## config.mk

```make
export PLATFORM = sky130hd
export DESIGN_NAME = intc_core
export DESIGN_NICKNAME = d
export VERILOG_FILES = /design/src/rtl/intc_core.sv
export SDC_FILE = /design/constraint.sdc
export NUM_CORES = 1
export LEC_CHECK = 0
export BUFFER_PORTS_ARGS = -buffer_cell sky130_fd_sc_hd__buf_2
export CAP_MARGIN = 25
export CORE_ASPECT_RATIO = 1.25
export CORE_UTILIZATION = 41
export CTS_BUF_LIST = sky130_fd_sc_hd__clkbuf_4
export DETAILED_ROUTE_END_ITERATION = 10
export GPL_TIMING_DRIVEN = 0
export PLACE_DENSITY = 0.57
export SYNTH_ARGS = -nofsm -noshare
export SYNTH_HDL_FRONTEND = slang
export SYNTH_SLANG_ARGS = --single-unit
export TNS_END_PERCENT = 20
```

## constraint.sdc

```tcl
create_clock -name clk -period 10.67 [get_ports clk]
set_input_delay 1.067 -clock clk [delete_from_list [all_inputs] [get_ports clk]]
set_output_delay 1.067 -clock clk [all_outputs]
set_load 0.02 [all_outputs]
```

## src/rtl/intc_core.sv

```systemverilog
module intc_core #(
  parameter int NSRC = 8,
  parameter int NTGT = 2,
  parameter int PW = 3,
  parameter int CW = 2,
  parameter int QUEUE_EDGES = 1,
  parameter int AW = 8,
  parameter int DW = 32
) (
  input  logic              clk,
  input  logic              rst_n,
  input  logic [NSRC-1:1]   src_line,
  input  logic              acc_valid,
  input  logic              acc_write,
  input  logic              acc_sup,
  input  logic [AW-1:0]     acc_addr,
  input  logic [DW-1:0]     acc_wdata,
  output logic [DW-1:0]     acc_rdata,
  output logic [NTGT-1:0]   irq
);
  localparam int IW = $clog2(NSRC);
  localparam int TW = NTGT > 1 ? $clog2(NTGT) : 1;
  localparam logic [CW-1:0] CMAX = '1;
  localparam logic [AW-3:0] SRC_LIM = (AW-2)'(NSRC);
  localparam logic [AW-5:0] TGT_LIM = (AW-4)'(NTGT);

  logic [NSRC-1:0][PW-1:0] prio;
  logic [NSRC-1:0]         edge_mode, pend, active;
  logic [NSRC-1:1]         line_q;
  logic [NSRC-1:1][CW-1:0] cnt;
  logic [NSRC-1:1][TW-1:0] owner;
  logic [NTGT-1:0][NSRC-1:0] en;
  logic [NTGT-1:0][PW-1:0] thr;
  logic                    deleg;
  logic [NTGT-1:0][IW-1:0] best_id;
  logic [NTGT-1:0][PW-1:0] best_pr;
  logic [DW-1:0]           rd_val;

  wire [1:0]    region = acc_addr[AW-1:AW-2];
  wire [AW-3:0] a_lo   = acc_addr[AW-3:0];
  wire [AW-5:0] a_tsel = acc_addr[AW-3:2];
  wire [1:0]    a_k    = acc_addr[1:0];
  wire [IW-1:0] a_src  = IW'(a_lo);
  wire [TW-1:0] a_tgt  = TW'(a_tsel);
  wire src_ok  = a_lo < SRC_LIM;
  wire tgt_ok  = a_tsel < TGT_LIM;
  wire cfg_hit = (region == 2'd0) || (region == 2'd1) || (region == 2'd2 && !a_k[1]);
  wire blocked = acc_sup && !deleg && cfg_hit;
  wire do_wr   = acc_valid && acc_write && !blocked;
  wire do_rd   = acc_valid && !acc_write;
  wire clm_reg = region == 2'd2 && tgt_ok && a_k == 2'd2;
  wire claim   = do_rd && clm_reg;
  wire [IW-1:0] claim_id = best_id[a_tgt];
  wire [IW-1:0] cmp_id   = acc_wdata[IW-1:0];
  wire cmp_ok  = do_wr && clm_reg && (acc_wdata < DW'(NSRC)) && cmp_id != '0 &&
                 active[cmp_id] && owner[cmp_id] == a_tgt;

  always_comb begin
    for (int t = 0; t < NTGT; t++) begin
      best_id[t] = '0;
      best_pr[t] = '0;
      for (int s = NSRC - 1; s >= 1; s--)
        if (pend[s] && en[t][s] && prio[s] != '0 && prio[s] >= best_pr[t]) begin
          best_id[t] = IW'(s);
          best_pr[t] = prio[s];
        end
    end
  end

  for (genvar t = 0; t < NTGT; t++) begin : g_irq
    assign irq[t] = (best_id[t] != '0) && (best_pr[t] >= thr[t]);
  end

  always_comb begin
    rd_val = '0;
    if (!blocked)
      case (region)
        2'd0: if (src_ok) rd_val = DW'(prio[a_src]);
        2'd1: if (src_ok) rd_val = DW'(edge_mode[a_src]);
        2'd2: if (tgt_ok)
          case (a_k)
            2'd0: rd_val = DW'(en[a_tgt]);
            2'd1: rd_val = DW'(thr[a_tgt]);
            2'd2: rd_val = DW'(claim_id);
            default: rd_val = '0;
          endcase
        default: begin
          if (a_lo == '0) rd_val = DW'(deleg);
          else if (a_lo == (AW-2)'(1)) rd_val = DW'(pend);
        end
      endcase
  end

  always_ff @(posedge clk) begin
    if (!rst_n) begin
      prio <= '0; edge_mode <= '0; en <= '0; thr <= '0; deleg <= 1'b0;
      acc_rdata <= '0;
    end else begin
      if (do_rd) acc_rdata <= rd_val;
      if (do_wr) begin
        if (region == 2'd0 && src_ok && a_lo != '0) prio[a_src] <= acc_wdata[PW-1:0];
        if (region == 2'd1 && src_ok && a_lo != '0) edge_mode[a_src] <= acc_wdata[0];
        if (region == 2'd2 && tgt_ok && a_k == 2'd0) en[a_tgt] <= acc_wdata[NSRC-1:0] & ~NSRC'(1);
        if (region == 2'd2 && tgt_ok && a_k == 2'd1) thr[a_tgt] <= acc_wdata[PW-1:0];
        if (region == 2'd3 && a_lo == '0 && !acc_sup) deleg <= acc_wdata[0];
      end
    end
  end

  always_ff @(posedge clk) begin
    if (!rst_n) begin
      pend <= '0; active <= '0; line_q <= '0; cnt <= '0; owner <= '0;
    end else begin
      line_q <= src_line;
      for (int s = 1; s < NSRC; s++) begin
        if (claim && claim_id == IW'(s)) begin
          pend[s]   <= 1'b0;
          active[s] <= 1'b1;
          owner[s]  <= a_tgt;
          if (QUEUE_EDGES != 0 && edge_mode[s] && src_line[s] && !line_q[s] && cnt[s] != CMAX)
            cnt[s] <= cnt[s] + CW'(1);
        end else if (cmp_ok && cmp_id == IW'(s)) begin
          active[s] <= 1'b0;
          if (edge_mode[s] && QUEUE_EDGES != 0 && cnt[s] != '0) begin
            cnt[s]  <= cnt[s] - CW'(1);
            pend[s] <= 1'b1;
          end else begin
            pend[s] <= 1'b0;
          end
        end else if (edge_mode[s]) begin
          if (src_line[s] && !line_q[s]) begin
            if (pend[s] || active[s]) begin
              if (QUEUE_EDGES != 0 && cnt[s] != CMAX) cnt[s] <= cnt[s] + CW'(1);
            end else begin
              pend[s] <= 1'b1;
            end
          end
        end else if (!active[s]) begin
          pend[s] <= src_line[s];
        end
      end
    end
  end

  for (genvar s = 1; s < NSRC; s++) begin : g_src_chk
    a_r8_claimed_not_pending: assert property (@(posedge clk) disable iff (!rst_n)
      active[s] |-> !pend[s]);
  end

  for (genvar t = 0; t < NTGT; t++) begin : g_tgt_chk
    a_r4_irq_needs_enabled_pending: assert property (@(posedge clk) disable iff (!rst_n)
      irq[t] |-> |(pend & en[t]));
  end

  a_r2_claim_takes_service: assert property (@(posedge clk) disable iff (!rst_n)
    (claim && claim_id != '0) |=> active[$past(claim_id)] && !pend[$past(claim_id)]);

  a_r6_foreign_complete_ignored: assert property (@(posedge clk) disable iff (!rst_n)
    (do_wr && clm_reg && !cmp_ok) |=> $stable(active));

  a_r12_sup_write_blocked: assert property (@(posedge clk) disable iff (!rst_n)
    (acc_valid && acc_write && acc_sup && !deleg) |=>
      $stable(prio) && $stable(edge_mode) && $stable(en) && $stable(thr) && $stable(deleg));
endmodule

```

==> impl_metrics.toml <==
[critical_path]
worstPathMaxFanout = 10
reg2reg_from = "pend[7]$_SDFFE_PP0P_"
crit_required_ns = 9.60
startpoint = "pend[7]$_SDFFE_PP0P_"
crit_path_max_incr_delay_ns = 0.39
ff2ff_path_depth = 46
cpMostUsedCell = "ha_1"
timing.critical_path.to = "irq[1]"
crit_slowest_cell = "dfxtp_4"
cp-end-kind = "output pin"
r2r_end = "owner[5]$_SDFFE_PN0P_"
cp_data_arrival_time_ns = 9.29
crit_type = "reg2out"
r2r_slack_ns = 1.14
start_kind = "flop"

[synth]
synth_top_area_cell = "dfxtp_1"
synth_edf_count = 0
synthArstFlopShare_pct = 0
ys_ff_latch = 103
synth_area_um2 = 7560
ys_seq_area_share_pct = 27.3
syn_area_per_cell_um2 = 8.03
synth_ff_type = "dfxtp_1"
synth_cell_types = 85
synthCells = 942
netlist.area_leader.share_pct = 27.3
synth.yosys.warnings = 0
synth_area_leaders = "dfxtp_1 27%, ha_1 8.1%, mux2i_1 6.4%, nand2_1 5.9%, a21oi_1 3.9%"

[drt]
routed_via_density = 5.58
wl_per_cell_um = 17.8
drc = 0
vias = 7193
firstDrtPassIters = 5
antenna_left = 0
drt_iter0_markers = 386
wirelength_um = 23000

[timing]
finalMaxSlewViolations = 0
fin_skew_ns = 0.0169
fmaxAchievable_mhz = 96.6
tightest_slew_ns = 0.990
fin_crit_sh_pct = 97.0
relSlewSlack_pct = 33.2
tns_ns = 0
setup_viol = 0
hold_viol = 0
period_minus_slack_ns = 10.35

[min_path]
hold_path.class = "reg2reg"
worstHoldStart = "owner[5]$_SDFFE_PN0P_"

[clocking]
cts_buffers = 9
clock-sinks = 103
cts_root_buffer = "clkbuf_4"
clk_pin_slew_ns = 0.16
ctsLongestPathBuffers = 2
cts-htree-levels = 3
insertion_delay_ns = 0.49
cts_tree = "yes"

[flow_run]
drv_cap = 0

[die]
dieArea_um2 = 19000
core_area_um2 = 18100
rows = 55
fp.dieW_um = 123
initial_core_util_pct = 41.8
die_h_um = 154
io_pins = 86

[global_routing]
grt_max_degree = 17
grt_pass1_vias = 6720
grt_pass1_wl_um = 35600
grt.overflow.total = 0
track_usage_pct = 24.5
antenna_found_initial = 1

[power_and_ir_drop]
p_comb_share_pct = 11.4
power.internal_uw = 493
p_leak_uw = 0.00345
ir_worst_vdd_v = 0.0000537
swShare_pct = 28.0
p_per_area_nw_per_um2 = 77.7
power.switching_uw = 192
clkPwrFrac_pct = 31.4
seqPwrFrac_pct = 57.2

[finish]
layout-drive-gt1-share_pct = 20.0
nNetsFinal = 1156
fillers = 1831
layout.cells.non_filler = 1289
layout-area-overhead-vs-synth_pct = 16.5

[placed_design]
io_buffers = 55
gp_congestion = 0.931
place_hpwl_um = 18000
numPlacedInstances = 1250

[outcome]
status = "finished, final reports clean"
==> cell usage after synthesis (all sizes together) (3+ instances only) <==
library cell,count
nor4,8
nand3,48
inv,42
o211a,4
or2,4
nor2,63
nand2,119
o22ai,7
o211ai,8
ha,49
o311ai,3
dfxtp,103
mux2,10
nor3,23
or4,3
mux2i,49
o2111ai,3
o21bai,3
nor3b,9
clkbuf,30
nor2b,24
a22oi,12
nand2b,22
and3,8
a31oi,7
nand3b,6
a21o,9
and2,26
o31a,5
or3,7
o21a,6
o311a,4
buf,34
mux4,10
o21ai,44
a21boi,20
a221oi,4
xnor2,9
nand4,8
a21oi,60
==> metal layers <==
metal / global-route usage (%) / wire, µm / up-vias
met5: 0 / 0 / -
met4: 8.89 / 712 / 0
met3: 2.37 / 743 / 47
met2: 43.6 / 11700 / 180
met1: 30.0 / 9780 / 3400
li1: - / - / 3566
==> cells in the final DEF, fill, tap and decap left out, types with 6 or more instances in the layout <==
cell      count
dfxtp_1      99
buf_2        55
a21boi_0     20
mux2i_1      48
o21a_1        6
a21o_1        8
nor3b_1       7
nand2b_1     18
xnor2_1       9
a22oi_1      11
inv_1        40
nor4_1        7
a21oi_2       9
and3_1        7
o21ai_0      36
nand4_1       7
nand2_1     118
nand3_1      44
and2_1       24
nor2_1       56
clkbuf_1     30
o22ai_1       7
mux4_2        9
nor2b_1      21
clkbuf_4     11
a21oi_1      51
a31oi_1       6
buf_4        52
conb_1       24
o21ai_1       6
nand3b_1      6
o211ai_1      7
mux2_4        7
or3_1         7
ha_1         46
nor3_1       22
==> power groups by stage <==
stage	Combinational (µW)	Sequential [µW]	Clock, µW
2_1_floorplan	48.4	398	0
3_3_place_gp	75.4	400	0
3_5_place_dp	75.8	400	0
4_1_cts	76.0	392	217
5_1_grt	84.1	392	234
6_report	78.2	391	215
==> worst max-delay path: cells and delay by family (launching register included) <==
family	cells	cell delay, ns
buffers and inverters	2	0.30
multiplexers	6	1.79
flip-flops	1	0.39
AND/OR/NAND/NOR	13	1.70
adder cells (fa/ha/maj)	7	1.85
AO/OA/AOI/OAI	15	2.74
==> registers in the layout (all words and copies together), names as in the netlist <==
| signal | flops |
|---|---|
| acc_rdata | 8 |
| active | 7 |
| cnt | 14 |
| deleg | 1 |
| edge_mode | 8 |
| en | 14 |
| line_q | 7 |
| owner | 7 |
| pend | 7 |
| prio | 24 |
| thr | 6 |
==> repair_timing <==
action,in CTS,in global routing
gates resized for setup,19,37
buffers inserted,7,15
pin swaps,4,14
gates cloned,0,0
setup endpoints to repair,2,2
hold endpoints to repair,0,0
hold buffers,0,0
==> cell type report <==
cell class                 instances  area (µm²)  share of cell area [%]
antenna                            1        2.50                  0.0284
buffer                            64         359                    4.08
clock buffer                      11        82.6                   0.937
clock inverter                     5        58.8                   0.668
inverter                          42         158                    1.79
multi-input combinational        756        5320                    60.4
sequential                       103        2070                    23.5
tap                              228         285                    3.24
timing repair buffer              79         473                    5.37
==> logic make-up after synthesis <==
family / count (synthesis) / share of synthesized area (%)
buffers and inverters: 106 / 6.75
other: 1 / 0.0496
muxes: 69 / 11.4
AOI/OAI and AO/OA: 218 / 19.3
DFF: 103 / 27.3
xor gates and xnor gates: 9 / 1.04
and+or+nand+nor: 385 / 25.9
adders and majority gates: 51 / 8.37
==> per-stage QoR <==
step / instance area, µm² / utilization, % / worst slack [ns] / total power (µW) / hold slack, ns
2_1_floorplan: 7650 / - / 0.754 / 447 / 0.425
3_3_place_gp: 8210 / 45.4 / -0.382 / 475 / 0.437
3_5_place_dp: 8230 / 45.4 / -0.349 / 475 / 0.449
4_1_cts: 8500 / 47.0 / -0.0271 / 685 / 0.477
5_1_grt: 8810 / 48.7 / -0.0206 / 710 / 0.491
6_report: 8810 / 48.7 / 0.318 / 685 / 0.471
==> how the worst min path moves through the flow <==
| stage | slack (ns) | cells after the start | end |
|---|---|---|---|
| floorplan | 0.42 | 1 | edge_mode[0]$_SDFFE_PN0P_ |
| global placement | 0.44 | 1 | edge_mode[0]$_SDFFE_PN0P_ |
| detailed placement | 0.45 | 1 | prio[0]$_SDFFE_PN0P_ |
| CTS | 0.48 | 2 | owner[6]$_SDFFE_PN0P_ |
| global route | 0.49 | 2 | owner[3]$_SDFFE_PN0P_ |
| finish | 0.47 | 2 | owner[5]$_SDFFE_PN0P_ |
(Power assumes the default switching activity.)
